## src/rtl/gpio_irq_pkg.sv

```systemverilog
// Package: shared constants for the GPIO bank interrupt detector.
// Holds the register word indices used by the bus decoder.
package gpio_irq_pkg;
    localparam int IDX_MASK    = 0;  // read-only mask, 1 = masked
    localparam int IDX_PEND    = 1;  // pending, write one to clear
    localparam int IDX_UNMASK  = 2;  // write-one strobe, clears mask bits
    localparam int IDX_MASKSET = 3;  // write-one strobe, sets mask bits
    localparam int IDX_KIND    = 4;  // 1 = edge, 0 = level
    localparam int IDX_SENSE   = 5;  // 1 = rising/high, 0 = falling/low
    localparam int IDX_DUAL    = 6;  // 1 = both edges (edge kind only)

    typedef struct packed {
        logic kind;
        logic sense;
        logic dual;
    } pin_mode_t;
endpackage

```

## src/rtl/gpio_irq_regs.sv

```systemverilog
// Module: gpio_irq_regs
// Holds the per-pin mode registers and the mask register. It decodes bus
// writes into configuration updates, mask strobes and pending-clear
// vectors, and drives the read mux.
// Assumes single-cycle writes qualified by bus_wr. Reads are combinational.
module gpio_irq_regs
    import gpio_irq_pkg::*;
#(
    parameter int NPINS  = 32,
    parameter int ADDR_W = 3
) (
    input  logic              clk,
    input  logic              rst_n,
    input  logic              bus_wr,
    input  logic [ADDR_W-1:0] bus_addr,
    input  logic [NPINS-1:0]  bus_wdata,
    input  logic [NPINS-1:0]  pend_q,
    output logic [NPINS-1:0]  kind_q,
    output logic [NPINS-1:0]  sense_q,
    output logic [NPINS-1:0]  dual_q,
    output logic [NPINS-1:0]  mask_q,
    output logic [NPINS-1:0]  clr_vec,
    output logic [NPINS-1:0]  bus_rdata
);
    localparam logic [ADDR_W-1:0] A_MASK    = ADDR_W'(IDX_MASK);
    localparam logic [ADDR_W-1:0] A_PEND    = ADDR_W'(IDX_PEND);
    localparam logic [ADDR_W-1:0] A_UNMASK  = ADDR_W'(IDX_UNMASK);
    localparam logic [ADDR_W-1:0] A_MASKSET = ADDR_W'(IDX_MASKSET);
    localparam logic [ADDR_W-1:0] A_KIND    = ADDR_W'(IDX_KIND);
    localparam logic [ADDR_W-1:0] A_SENSE   = ADDR_W'(IDX_SENSE);
    localparam logic [ADDR_W-1:0] A_DUAL    = ADDR_W'(IDX_DUAL);

    logic wr_kind, wr_sense, wr_dual, wr_unmask, wr_maskset, wr_pend;

    // Purpose: one-hot decode of the write address.
    always_comb begin
        wr_kind    = bus_wr && (bus_addr == A_KIND);
        wr_sense   = bus_wr && (bus_addr == A_SENSE);
        wr_dual    = bus_wr && (bus_addr == A_DUAL);
        wr_unmask  = bus_wr && (bus_addr == A_UNMASK);
        wr_maskset = bus_wr && (bus_addr == A_MASKSET);
        wr_pend    = bus_wr && (bus_addr == A_PEND);
    end

    // Purpose: per-bit clear request toward the pending register.
    assign clr_vec = wr_pend ? bus_wdata : '0;

    // Purpose: mode registers, plain read/write.
    always_ff @(posedge clk) begin
        if (!rst_n) begin
            kind_q  <= '0;
            sense_q <= '0;
            dual_q  <= '0;
        end else begin
            if (wr_kind)  kind_q  <= bus_wdata;
            if (wr_sense) sense_q <= bus_wdata;
            if (wr_dual)  dual_q  <= bus_wdata;
        end
    end

    // Purpose: mask register, changed only through the two strobes.
    always_ff @(posedge clk) begin
        if (!rst_n) begin
            mask_q <= '1;
        end else if (wr_unmask) begin
            mask_q <= mask_q & ~bus_wdata;
        end else if (wr_maskset) begin
            mask_q <= mask_q | bus_wdata;
        end
    end

    // Purpose: read mux, strobe and unused addresses return zero.
    always_comb begin
        unique case (bus_addr)
            A_MASK:  bus_rdata = mask_q;
            A_PEND:  bus_rdata = pend_q;
            A_KIND:  bus_rdata = kind_q;
            A_SENSE: bus_rdata = sense_q;
            A_DUAL:  bus_rdata = dual_q;
            default: bus_rdata = '0;
        endcase
    end
endmodule

```

## src/rtl/gpio_irq_detect.sv

```systemverilog
// Module: gpio_irq_detect
// Per-pin trigger evaluation. Each pin keeps its previous-cycle level, and
// its mode bits pick an edge or level condition. The result is a
// one-cycle event vector.
// Assumes pin_in is already synchronised to clk.
module gpio_irq_detect
    import gpio_irq_pkg::*;
#(
    parameter int NPINS = 32
) (
    input  logic             clk,
    input  logic [NPINS-1:0] pin_in,
    input  logic [NPINS-1:0] kind_q,
    input  logic [NPINS-1:0] sense_q,
    input  logic [NPINS-1:0] dual_q,
    output logic [NPINS-1:0] evt
);
    logic [NPINS-1:0] prev_q;

    // Purpose: remember last-cycle pin levels, also during reset so no
    // spurious edge appears when reset is released.
    always_ff @(posedge clk) begin
        prev_q <= pin_in;
    end

    for (genvar p = 0; p < NPINS; p++) begin : g_pin
        pin_mode_t mode;
        logic      rise, fall, edge_hit, level_hit;

        // Purpose: evaluate this pin's trigger condition.
        always_comb begin
            mode      = '{kind: kind_q[p], sense: sense_q[p], dual: dual_q[p]};
            rise      = pin_in[p] & ~prev_q[p];
            fall      = ~pin_in[p] & prev_q[p];
            edge_hit  = mode.dual ? (rise | fall) : (mode.sense ? rise : fall);
            level_hit = mode.sense ? pin_in[p] : ~pin_in[p];
            evt[p]    = mode.kind ? edge_hit : level_hit;
        end
    end
endmodule

```

## src/rtl/gpio_irq_status.sv

```systemverilog
// Module: gpio_irq_status
// Sticky pending register with write-one-to-clear and the masked OR that
// forms the bank interrupt. A new event beats a clear on the same bit.
// Assumes clr_vec is a single-cycle request.
module gpio_irq_status #(
    parameter int NPINS = 32
) (
    input  logic             clk,
    input  logic             rst_n,
    input  logic [NPINS-1:0] evt,
    input  logic [NPINS-1:0] clr_vec,
    input  logic [NPINS-1:0] mask_q,
    output logic [NPINS-1:0] pend_q,
    output logic             irq_out
);
    // Purpose: latch events, drop cleared bits unless re-hit this cycle.
    always_ff @(posedge clk) begin
        if (!rst_n) begin
            pend_q <= '0;
        end else begin
            pend_q <= (pend_q & ~clr_vec) | evt;
        end
    end

    // Purpose: interrupt request from pending bits that are not masked.
    assign irq_out = |(pend_q & ~mask_q);
endmodule

```

## src/rtl/gpio_irq_bank.sv

```systemverilog
// Module: gpio_irq_bank (top)
// Interrupt detection for one GPIO bank: register decode, per-pin trigger
// evaluation and the pending/mask logic behind a single interrupt line.
// Assumes synchronised pin inputs and a single-cycle write bus.
module gpio_irq_bank #(
    parameter int NPINS  = 32,
    parameter int ADDR_W = 3
) (
    input  logic              clk,
    input  logic              rst_n,
    input  logic              bus_wr,
    input  logic [ADDR_W-1:0] bus_addr,
    input  logic [NPINS-1:0]  bus_wdata,
    output logic [NPINS-1:0]  bus_rdata,
    input  logic [NPINS-1:0]  pin_in,
    output logic              irq_out
);
    logic [NPINS-1:0] kind_q, sense_q, dual_q, mask_q, clr_vec, pend_q, evt_vec;

    gpio_irq_regs #(.NPINS(NPINS), .ADDR_W(ADDR_W)) i_regs (
        .clk       (clk),
        .rst_n     (rst_n),
        .bus_wr    (bus_wr),
        .bus_addr  (bus_addr),
        .bus_wdata (bus_wdata),
        .pend_q    (pend_q),
        .kind_q    (kind_q),
        .sense_q   (sense_q),
        .dual_q    (dual_q),
        .mask_q    (mask_q),
        .clr_vec   (clr_vec),
        .bus_rdata (bus_rdata)
    );

    gpio_irq_detect #(.NPINS(NPINS)) i_detect (
        .clk     (clk),
        .pin_in  (pin_in),
        .kind_q  (kind_q),
        .sense_q (sense_q),
        .dual_q  (dual_q),
        .evt     (evt_vec)
    );

    gpio_irq_status #(.NPINS(NPINS)) i_status (
        .clk     (clk),
        .rst_n   (rst_n),
        .evt     (evt_vec),
        .clr_vec (clr_vec),
        .mask_q  (mask_q),
        .pend_q  (pend_q),
        .irq_out (irq_out)
    );
endmodule

```

## config.mk

```make
export PLATFORM = sky130hd
export DESIGN_NAME = gpio_irq_bank
export DESIGN_NICKNAME = d
export VERILOG_FILES = /design/src/rtl/gpio_irq_pkg.sv /design/src/rtl/gpio_irq_regs.sv /design/src/rtl/gpio_irq_detect.sv /design/src/rtl/gpio_irq_status.sv /design/src/rtl/gpio_irq_bank.sv
export SDC_FILE = /design/constraint.sdc
export NUM_CORES = 1
export LEC_CHECK = 0
export ABC_AREA = 1
export CAP_MARGIN = 20
export CORE_MARGIN = 3
export CORE_UTILIZATION = 59
export CTS_BUF_LIST = sky130_fd_sc_hd__clkbuf_8
export DETAILED_ROUTE_END_ITERATION = 16
export DONT_BUFFER_PORTS = 1
export PLACE_DENSITY = 0.76
export SYNTH_ARGS = -nofsm -noshare
export SYNTH_HDL_FRONTEND = slang
export SYNTH_SLANG_ARGS = --single-unit
```

## constraint.sdc

```tcl
create_clock -name clk -period 3 [get_ports clk]
set_input_delay 0.6 -clock clk [delete_from_list [all_inputs] [get_ports clk]]
set_output_delay 0.6 -clock clk [all_outputs]
set_load 0.02 [all_outputs]
```

==> reports/qor.yml <==
holdPathStages: 0
cp_slowest_cell: "inv_2"
power_density_mw_per_mm2: 466.1
period_share_pct: 78.82
worstMarginPinSlew_ns: 0.6847
diodes: 0
core_sq_mm: 0.01730
grt_pass1_wl_um: 46800
cts_resized: 0
crit_fanout: 11
peakVddDrop_mv: 0.3227
critPathLaunchType: "input port"
avgSynthCellArea_sq_um: 6.370
syn_area_sq_mm: 0.01045
r2r_end: "i_status.pend_q[13]"
syn-num-nets: 1775
vias: 9947
slowest_delay_ns: 0.29
antenna_found_initial: 0
synth_seq_area_share_pct: 36.77
slew_violations: 0
drt_iter0_markers: 775
outcome: "finished, final reports clean"
r2r_start: "i_detect.prev_q[13]"
rr_worst_depth: 8
wirelength_um: 28420
postCtsSetupRepairBufs: 0
root_buffer: "clkbuf_8"
dr.pass1.iters: 5
post-place-cells: 1823
clk_latency_ns: 0.47
io_pins: 103
cp_common_cell: "nand2_1"
power.leakage_nw: 5.392
grt_use_total_pct: 29.49
fmax_mhz: 422.9
drc: 0
gp_congestion: 0.8657
worstPathRequired_ns: 2.40
path_cells: "nor2_2 -> nand2_2 -> inv_2 -> buf_4 -> nand2_1 -> nand2_1"
cts_htree_levels: 4
clk_pin_slew_ns: 0.10
setup_tns_ns: 0
drive_gt1_share_pct: 3.867
grt_pass1_vias: 9485
area_growth_syn_to_layout_pct: 6.200
cp.arrival_ns: 1.76
clk_path_buf_depth: 2
portBuffers: 0
hp-start: "pin_in[2]"
die-area_sq_mm: 0.01935
min_to: "i_detect.prev_q[2]"
rsz0062_at_grt: "no"
cts_hold_buf: 0
skew_ns: 0.01121
synth_seq_cells: 192
rows: 48
cts_buffers: 17
cts_tree: "done"
final_hold_viol_count: 0
viasPerCell: 5.365
ant_nets: 0
syn_inst: 1641
setup_viol: 0
most-common-layout-cells: "486 x nand2_1, 234 x inv_1, 202 x nor2_1"
grt_remaining_overflow: 0
chipWidth_um: 139.1
synth_cell_types: 20
grt_max_degree: 59
maxCapViolCount: 0
slew-limit-headroom_pct: 54.35
hold_class: "in2reg"
cp-end-kind: "primary output"
wl_per_cell_um: 15.33
ys_warn_count: 0
cts.sinks: 192
dp_hpwl_um: 18460
num-fill-cells: 1649
final_cells: 1854
post-route-min-period_ns: 2.365
nets: 1751
initial_utilization_pct: 60.43
rrSetupSlack_ns: 1.89
layout_commonest_cell: "nand2_1"
die_y_um: 139.1
path_class: "in2out"
-- area by class of cell --
type                       count  area [sq um]  share of cell area (%)
inverter                     234         880.8                   7.935
clock buffer                  18         247.7                   2.232
clock inverter                13         172.7                   1.555
sequential                   192          3844                   34.63
tap                          225         281.5                   2.536
multi-input combinational   1148          5419                   48.82
timing repair buffer          24         255.2                   2.299
-- per-stage QoR --
step | cell area, sq um | worst slack (ns) | total power (W) | util [%] | hold WS [ns]
floorplan | 10450 | 0.8367 | 0.003235 | - | 0.4401
global placement | 10680 | 0.7051 | 0.003365 | 61.75 | 0.4478
detailed placement | 10680 | 0.6657 | 0.003383 | 61.75 | 0.4537
CTS | 11100 | 0.6116 | 0.005206 | 64.18 | 0.1157
global route | 11100 | 0.5691 | 0.005403 | 64.18 | 0.1067
finish | 11100 | 0.6354 | 0.005175 | 64.18 | 0.1411
-- worst max-delay path: cells and delay by family --
family	cells	cell delay [ns]
and+or+nand+nor	4	0.61
buffers and inverters	2	0.54
-- synth_stat cells (all sizes together) --
cell / count / share of area, %
buf: 46 / 2.3
nor3b: 1 / 0.072
nor3: 16 / 0.77
nor2: 209 / 7.6
o22ai: 1 / 0.060
nand2: 487 / 18
dfxtp: 192 / 37
nand3: 130 / 6.2
ha: 64 / 7.7
a22oi: 16 / 1.1
o21ai: 96 / 4.6
clkbuf: 21 / 0.75
inv: 234 / 8.4
a21oi: 128 / 6.1
-- per-layer routing --
metal / vias to the layer above / GRT usage [%] / part of all wire (%)
met5: - / 0 / 0
met4: 0 / 10.56 / 2.5
met3: 62 / 6.138 / 8.6
met2: 370 / 48.07 / 46
met1: 4461 / 38.93 / 43
li1: 5054 / - / -
-- kinds of logic after synthesis --
kind of cell               count (synthesis)  share of synthesized area (%)
buffers and inverters                    301                          11.50
and+or+nand+nor                          843                          32.13
AOI/OAI and AO/OA                        241                          11.93
DFF                                      192                          36.77
adders and majority gates                 64                          7.661
-- how the worst max path moves through the flow --
stage	slack, ns	startpoint	cells after the start	end
3_5_place_dp	0.67	bus_addr[1]	6	bus_rdata[24]
3_3_place_gp	0.71	bus_addr[1]	6	bus_rdata[0]
2_1_floorplan	0.84	bus_addr[2]	9	bus_rdata[20]
4_1_cts	0.61	flop	7	irq_out
6_report	0.64	bus_addr[1]	6	bus_rdata[24]
5_1_grt	0.57	bus_addr[1]	6	bus_rdata[11]
-- report_power, final --
group          internal, W  leakage, nW  switching [W]
clock network     0.000915        0.214       0.000929
logic             0.000196         3.60       0.000403
registers          0.00266         1.58      0.0000765
total              0.00377         5.39        0.00141
Power figures use the tool's default switching activity.
